### src/rtl/dma_ctl_pkg.sv
package dma_ctl_pkg;
  localparam int DW = 32;

  // condition-register bit positions (software-visible layout)
  localparam int B_REQ   = 0;
  localparam int B_ERR   = 1;
  localparam int B_DRN   = 2;
  localparam int B_IE    = 4;
  localparam int B_FLUSH = 5;
  localparam int B_DRST  = 7;
  localparam int B_DIR   = 8;
  localparam int B_EN    = 9;
  localparam int B_RDP   = 10;
  localparam int B_BCNT  = 13;
  localparam int B_TC    = 14;
  localparam int B_CDIS  = 23;
  localparam int B_AUTO  = 24;
  localparam int B_ALD   = 26;
  localparam int B_NLD   = 27;
  localparam int B_ID    = 28;

  // bits that software may write and read back unchanged
  localparam logic [DW-1:0] CTL_MASK = 32'h03FF_2390;

  typedef enum logic [1:0] {
    RS_COND = 2'd0,
    RS_ADDR = 2'd1,
    RS_CNT  = 2'd2,
    RS_TEST = 2'd3
  } reg_sel_e;

  function automatic logic irq_request(input logic err, input logic tc, input logic cdis);
    return err | (tc & ~cdis);
  endfunction
endpackage

### src/rtl/dma_byte_counter.sv
module dma_byte_counter #(
  parameter int CW = 24
) (
  input  logic          clk,
  input  logic          rst_n,
  input  logic          hold_clr,
  input  logic          load,
  input  logic [CW-1:0] load_val,
  input  logic          step,
  output logic [CW-1:0] cnt,
  output logic          tc_evt
);
  localparam logic [CW-1:0] ONE = CW'(1);

  function automatic logic [CW-1:0] count_down(input logic [CW-1:0] v);
    return (v == '0) ? v : v - ONE;
  endfunction

  logic live_step;
  assign live_step = step & ~load & ~hold_clr;
  assign tc_evt    = live_step & (cnt == ONE);

  always_ff @(posedge clk or negedge rst_n) begin
    if (!rst_n)        cnt <= '0;
    else if (hold_clr) cnt <= '0;
    else if (load)     cnt <= load_val;
    else if (step)     cnt <= count_down(cnt);
  end

  AST_CNT_STEP: assert property (@(posedge clk) disable iff (!rst_n)
    (live_step && cnt != '0) |=> (cnt == $past(cnt) - ONE));
  AST_CNT_FLOOR: assert property (@(posedge clk) disable iff (!rst_n)
    (cnt == '0 && !load) |=> (cnt == '0));
endmodule

### src/rtl/dma_addr_queue.sv
module dma_addr_queue #(
  parameter int AW = 32
) (
  input  logic          clk,
  input  logic          rst_n,
  input  logic          hold_clr,
  input  logic          wr,
  input  logic [AW-1:0] wdata,
  input  logic          chain_on,
  input  logic          tc_evt,
  input  logic          adv,
  output logic [AW-1:0] cur,
  output logic          cur_ld,
  output logic          nxt_ld
);
  logic [AW-1:0] nxt;
  logic          swap;
  logic          to_next;

  assign swap    = tc_evt & chain_on & nxt_ld;
  assign to_next = chain_on & cur_ld;

  always_ff @(posedge clk or negedge rst_n) begin
    if (!rst_n) begin
      cur    <= '0;
      nxt    <= '0;
      cur_ld <= 1'b0;
      nxt_ld <= 1'b0;
    end else begin
      if (swap) begin
        cur    <= nxt;
        nxt_ld <= 1'b0;
      end else if (adv) begin
        cur <= cur + AW'(1);
      end
      if (wr) begin
        if (to_next) begin
          nxt    <= wdata;
          nxt_ld <= 1'b1;
        end else begin
          cur    <= wdata;
          cur_ld <= 1'b1;
        end
      end
      if (hold_clr) begin
        cur_ld <= 1'b0;
        nxt_ld <= 1'b0;
      end
    end
  end

  AST_CHAIN_SWAP: assert property (@(posedge clk) disable iff (!rst_n)
    (swap && !(wr && !to_next)) |=> (cur == $past(nxt)));
  AST_QUEUE_ORDER: assert property (@(posedge clk) disable iff (!rst_n)
    nxt_ld |-> cur_ld);
endmodule

### src/rtl/dma_cond_reg.sv
module dma_cond_reg
  import dma_ctl_pkg::*;
#(
  parameter logic [3:0] VER_ID = 4'hA
) (
  input  logic          clk,
  input  logic          rst_n,
  input  logic          wr,
  input  logic [DW-1:0] wdata,
  input  logic          err_evt,
  input  logic          tc_evt,
  input  logic [1:0]    drain,
  input  logic          rd_pend,
  input  logic          cur_ld,
  input  logic          nxt_ld,
  output logic [DW-1:0] ctl,
  output logic          err,
  output logic          tc,
  output logic [DW-1:0] cond_val,
  output logic          irq
);
  logic          ack;
  logic          hold;
  logic          req;
  logic [DW-1:0] ctl_nx;

  assign ack  = wr & wdata[B_REQ];
  assign hold = ctl[B_DRST];
  assign req  = irq_request(err, tc, ctl[B_CDIS]);
  assign irq  = ctl[B_IE] & req;

  always_comb begin
    ctl_nx = wr ? (wdata & CTL_MASK) : ctl;
    if (hold) ctl_nx[B_EN] = 1'b0;
  end

  always_ff @(posedge clk or negedge rst_n) begin
    if (!rst_n) begin
      ctl <= '0;
      err <= 1'b0;
      tc  <= 1'b0;
    end else begin
      ctl <= ctl_nx;
      err <= hold ? 1'b0 : (err_evt | (err & ~ack));
      tc  <= hold ? 1'b0 : (tc_evt  | (tc  & ~ack));
    end
  end

  always_comb begin
    cond_val                   = ctl;
    cond_val[B_ID +: 4]        = VER_ID;
    cond_val[B_NLD]            = nxt_ld;
    cond_val[B_ALD]            = cur_ld;
    cond_val[B_TC]             = tc;
    cond_val[B_RDP]            = rd_pend;
    cond_val[B_DRN +: 2]       = drain;
    cond_val[B_ERR]            = err;
    cond_val[B_REQ]            = req;
  end

  AST_TC_STICKY: assert property (@(posedge clk) disable iff (!rst_n)
    (tc_evt && !hold) |=> tc);
  AST_ACK_CLEARS: assert property (@(posedge clk) disable iff (!rst_n)
    (ack && !err_evt && !tc_evt) |=> (!err && !tc));
  AST_HOLD_WIPE: assert property (@(posedge clk) disable iff (!rst_n)
    hold |=> (!err && !tc && !ctl[B_EN]));
endmodule

### src/rtl/dma_ctl_unit.sv
module dma_ctl_unit
  import dma_ctl_pkg::*;
#(
  parameter logic [3:0] VER_ID = 4'hA,
  parameter int         CNT_W  = 24
) (
  input  logic        clk,
  input  logic        rst_n,
  input  logic        reg_wr,
  input  logic [1:0]  reg_sel,
  input  logic [31:0] reg_wdata,
  output logic [31:0] reg_rdata,
  input  logic        xfer_done,
  input  logic        err_in,
  input  logic [1:0]  drain,
  input  logic        rd_pend,
  output logic        irq,
  output logic        dev_rst,
  output logic        eng_on,
  output logic        to_mem,
  output logic        fifo_flush,
  output logic [31:0] dma_addr
);
  logic [DW-1:0]    ctl;
  logic [DW-1:0]    cond_val;
  logic [DW-1:0]    test_q;
  logic [CNT_W-1:0] cnt;
  logic             err, tc, tc_evt;
  logic             cur_ld, nxt_ld;
  logic             wr_cond, wr_addr, wr_cnt, wr_test;
  logic             accepted, cnt_step;

  assign wr_cond = reg_wr & (reg_sel == RS_COND);
  assign wr_addr = reg_wr & (reg_sel == RS_ADDR);
  assign wr_cnt  = reg_wr & (reg_sel == RS_CNT);
  assign wr_test = reg_wr & (reg_sel == RS_TEST);

  assign accepted = xfer_done & ctl[B_EN];
  assign cnt_step = accepted & ctl[B_BCNT];

  assign dev_rst    = ctl[B_DRST];
  assign eng_on     = ctl[B_EN];
  assign to_mem     = ctl[B_DIR];
  assign fifo_flush = wr_cond & reg_wdata[B_FLUSH];

  dma_cond_reg #(.VER_ID(VER_ID)) u_cond (
    .clk(clk), .rst_n(rst_n), .wr(wr_cond), .wdata(reg_wdata),
    .err_evt(err_in), .tc_evt(tc_evt), .drain(drain), .rd_pend(rd_pend),
    .cur_ld(cur_ld), .nxt_ld(nxt_ld), .ctl(ctl), .err(err), .tc(tc),
    .cond_val(cond_val), .irq(irq)
  );

  dma_byte_counter #(.CW(CNT_W)) u_cnt (
    .clk(clk), .rst_n(rst_n), .hold_clr(ctl[B_DRST]), .load(wr_cnt),
    .load_val(reg_wdata[CNT_W-1:0]), .step(cnt_step), .cnt(cnt), .tc_evt(tc_evt)
  );

  dma_addr_queue #(.AW(DW)) u_addr (
    .clk(clk), .rst_n(rst_n), .hold_clr(ctl[B_DRST]), .wr(wr_addr),
    .wdata(reg_wdata), .chain_on(ctl[B_AUTO]), .tc_evt(tc_evt), .adv(accepted),
    .cur(dma_addr), .cur_ld(cur_ld), .nxt_ld(nxt_ld)
  );

  always_ff @(posedge clk or negedge rst_n) begin
    if (!rst_n)       test_q <= '0;
    else if (wr_test) test_q <= reg_wdata;
  end

  always_comb begin
    unique case (reg_sel)
      RS_COND: reg_rdata = cond_val;
      RS_ADDR: reg_rdata = dma_addr;
      RS_CNT:  reg_rdata = DW'(cnt);
      default: reg_rdata = test_q;
    endcase
  end

  AST_IRQ_NEEDS_IE: assert property (@(posedge clk) disable iff (!rst_n)
    irq |-> ctl[B_IE]);
  AST_ENG_OFF_IN_HOLD: assert property (@(posedge clk) disable iff (!rst_n)
    $past(dev_rst) |-> !eng_on);
endmodule

### config.mk
export PLATFORM = sky130hd
export DESIGN_NAME = dma_ctl_unit
export DESIGN_NICKNAME = d
export VERILOG_FILES = /design/src/rtl/dma_ctl_pkg.sv /design/src/rtl/dma_byte_counter.sv /design/src/rtl/dma_addr_queue.sv /design/src/rtl/dma_cond_reg.sv /design/src/rtl/dma_ctl_unit.sv
export SDC_FILE = /design/constraint.sdc
export NUM_CORES = 1
export LEC_CHECK = 0
export ABC_CLOCK_PERIOD_IN_PS = 3470
export BUFFER_PORTS_ARGS = -buffer_cell sky130_fd_sc_hd__buf_2
export CAP_MARGIN = 20
export CORE_MARGIN = 5
export CORE_UTILIZATION = 47
export CTS_CLUSTER_SIZE = 28
export DETAILED_ROUTE_END_ITERATION = 10
export PLACE_DENSITY_LB_ADDON = 0.3
export SETUP_SLACK_MARGIN = 0.1
export SLEW_MARGIN = 20
export SYNTH_ARGS = -nofsm -noshare
export SYNTH_HDL_FRONTEND = slang
export SYNTH_SLANG_ARGS = --single-unit
### constraint.sdc
create_clock -name clk -period 3.47 [get_ports clk]
set_input_delay 0.347 -clock clk [delete_from_list [all_inputs] [get_ports clk]]
set_output_delay 0.347 -clock clk [all_outputs]
set_load 0.02 [all_outputs]
==> results.txt <==
DRT iter0 DRCs = 548
CP Cell Sequence = nor4_1 > nand4b_1 > buf_4 > or4_1 > and2_1 > a211oi_1
Final ANT Viol Nets = 0
largest stage delay on the critical path = 0.74 ns
Die Y-Extent = 137 um
Antenna Cells = 0
setup TNS = 0 ns
DR WL/cell = 22.4 um
Ys Warns = 0
largest net degree at the start of global routing = 96
total I/O pin count = 111
HP Class = input port to asynchronous set/reset pin
placed wire-length estimate = 16500 um
crit path launch type = register
Synth async-reset ratio = 100%
period utilization = 80.2%
Buffers & Inverters on Critical Path = 1
total chip power = 5.59 mW
CTS Hold Bufs = 0
first drt pass iteration count = 6
CP top delay family = simple AND/OR/NAND/NOR gates
Hold Fails Final Rpt = 0
Final Max Slew Viols = 0
Mapped Area = 7620 sq um
post-CTS setup buffer count = 0
Yosys top cell area share = 45.6%
Least-Margin Pin Slew = 1.02 ns
outcome = finished clean
vias in the first global route = 6518
Core Area = 15900 sq um
CTS buffer count = 17
post-CTS sizing = 0
Syn Inst Count = 705
slowest cell on the critical path = or4_1
DR vias/cell = 6.22
WP data required = 3.79 ns
GR Overflow Total = 0
CTS tree = yes
Final Critical Period = 2.78 ns
vias after detailed routing = 6438
Syn Area/Cell = 10.8 sq um
Pwr per Cell Area = 622 nW/um^2
VDD IR max = 0.398 mV
GPL Wtd Cong = 0.904
highest net fanout along the worst path = 12
first-pass GRT wire length = 36300 um
leakage = 3.83 nW
Port Buffers = 110
Final #Nets = 853
GR Util All Layers = 25.4%
post-synthesis sequential area ratio = 45.6%
Worst Setup End Kind = register
DIE AREA = 18900 sq um
worst endpoint data arrival time = 3.10 ns
Cell Rows = 46
share of cells above drive strength 1 = 33.3%
root buffer cell = clkbuf_16
Slew headroom = 31.8%
Yosys reg bits = 139
clk_lat worst skew = 0.42 ns
Clock Path Buffers = 2
max_cap viols = 0
fmax = 359 MHz
clk slew on worst S/H paths = 0.06 ns
Setup CP Type = register to register
syn_nets = 751
Post-synth EDFFs = 0
area delta synth->final = 18.1%
Clock Skew = 0.00434 ns
leading area contributor after synthesis = dfrtp_1
antenna violations before repair = 1
RSZ-0062 raised after global routing = false
CTS sink count = 139
die width = 137 um
most common cell in the synthesized netlist = dfrtp_1
Routed Wire Length = 23200 um
final setup violation count = 0
ys flop type = dfrtp_1
Cell variety after synth = 56
ranking of synthesized cells by area = dfrtp_1 46%, mux2_2 12%, mux4_2 5.3%
effective utilization at floorplan = 48.0%
# DRC = 0
CTS H-tree depth = 4
Post-synth top cells = 139 x dfrtp_1, 83 x mux2_2, 51 x nand2_1
[kinds of logic after synthesis]
group	share of synthesized area, %
xor gates and xnor gates	2.99
adders and majority gates	0.657
muxes	19.8
DFF	45.6
AOI/OAI and AO/OA	10.6
and+or+nand+nor	16.6
buffers and inverters	3.73
[through the flow]
stage | cell area (sq um) | utilization, % | worst slack [ns] | hold slack, ns | std cells
3_5_place_dp | 8400 | 52.9 | 0.690 | 0.490 | 1004
6_report | 9000 | 56.7 | 0.687 | 0.0202 | 1035
3_3_place_gp | 8400 | 52.9 | 0.832 | 0.481 | 1004
5_1_grt | 9000 | 56.7 | 0.528 | 0.100 | 1035
4_1_cts | 9000 | 56.7 | 0.675 | 0.0561 | 1035
2_1_floorplan | 7620 | - | 0.969 | 0.0514 | 705
[worst register-to-register path: stages (launching register included)]
cell and delay, ns:
dfrtp_1 0.43, nor4_1 0.46, nand4b_1 0.15, buf_4 0.21
or4_1 0.74, and2_1 0.36, a211oi_1 0.32
[sequential cells by signal, summed over array words and instances, names as in the netlist]
register	cells
u_cnt.cnt	24
u_addr.nxt_ld	1
test_q	32
u_cond.err	1
u_cond.tc	1
u_cond.ctl	15
u_addr.cur	32
u_addr.nxt	32
u_addr.cur_ld	1
[cell type report]
| cell class | count | area [sq um] |
|---|---|---|
| flip-flops and latches | 139 | 3480 |
| fillers | 1396 | 6890 |
| clock buffers | 24 | 482 |
| multi-input cells | 507 | 3870 |
| repair buffers | 132 | 747 |
| well taps | 216 | 270 |
| clock inverters | 7 | 114 |
| inverters | 10 | 37.5 |
[report_power, final]
group / internal, mW / switching [mW]
registers: 1.96 / 0.352
clock network: 1.18 / 0.673
logic: 0.622 / 0.810
total: 3.76 / 1.84
[layer usage]
layer / vias to the layer above / part of all wire [%] / global-route usage, %
li1: 2851 / - / -
met5: - / 0 / 0
met1: 3218 / 42 / 34.5
met4: 0 / 1.6 / 6.71
met2: 330 / 48 / 41.0
met3: 39 / 8.9 / 6.28
[path summary, 6_finish.rpt]
check | startpoint | cells past startpoint | endpoint | slack [ns]
hold / removal | rst_n | 1 | u_addr.cur[4] | 0.02
max in group asynchronous | rst_n | 2 | u_cond.ctl[8] | 2.67
hold reg to reg | test_q[18] | 1 | test_q[18] | 0.50
setup reg to reg | u_cnt.cnt[10] | 6 | u_addr.cur[26] | 0.69
setup / recovery | u_cnt.cnt[10] | 6 | u_addr.cur[26] | 0.69
min in group clk | reg_wdata[30] | 3 | u_addr.cur[30] | 0.16
[layout by cell type (no fill, tap or decap), types with 6 or more instances in the layout]
cell,instances
a311oi_1,16
mux4_2,18
nand3_1,13
nor3_1,39
dfrtp_1,139
buf_2,109
o21ai_0,45
nor4_1,15
xnor2_1,14
or3_1,12
nand4_1,14
inv_1,10
xor2_1,12
nor2_1,47
or4_1,13
o31ai_1,9
a22o_1,9
mux2_2,83
clkbuf_16,17
buf_4,20
and3_1,6
nand2_1,51
mux2i_1,14
a211oi_1,17
a21oi_1,8
(Power assumes the default switching activity.)
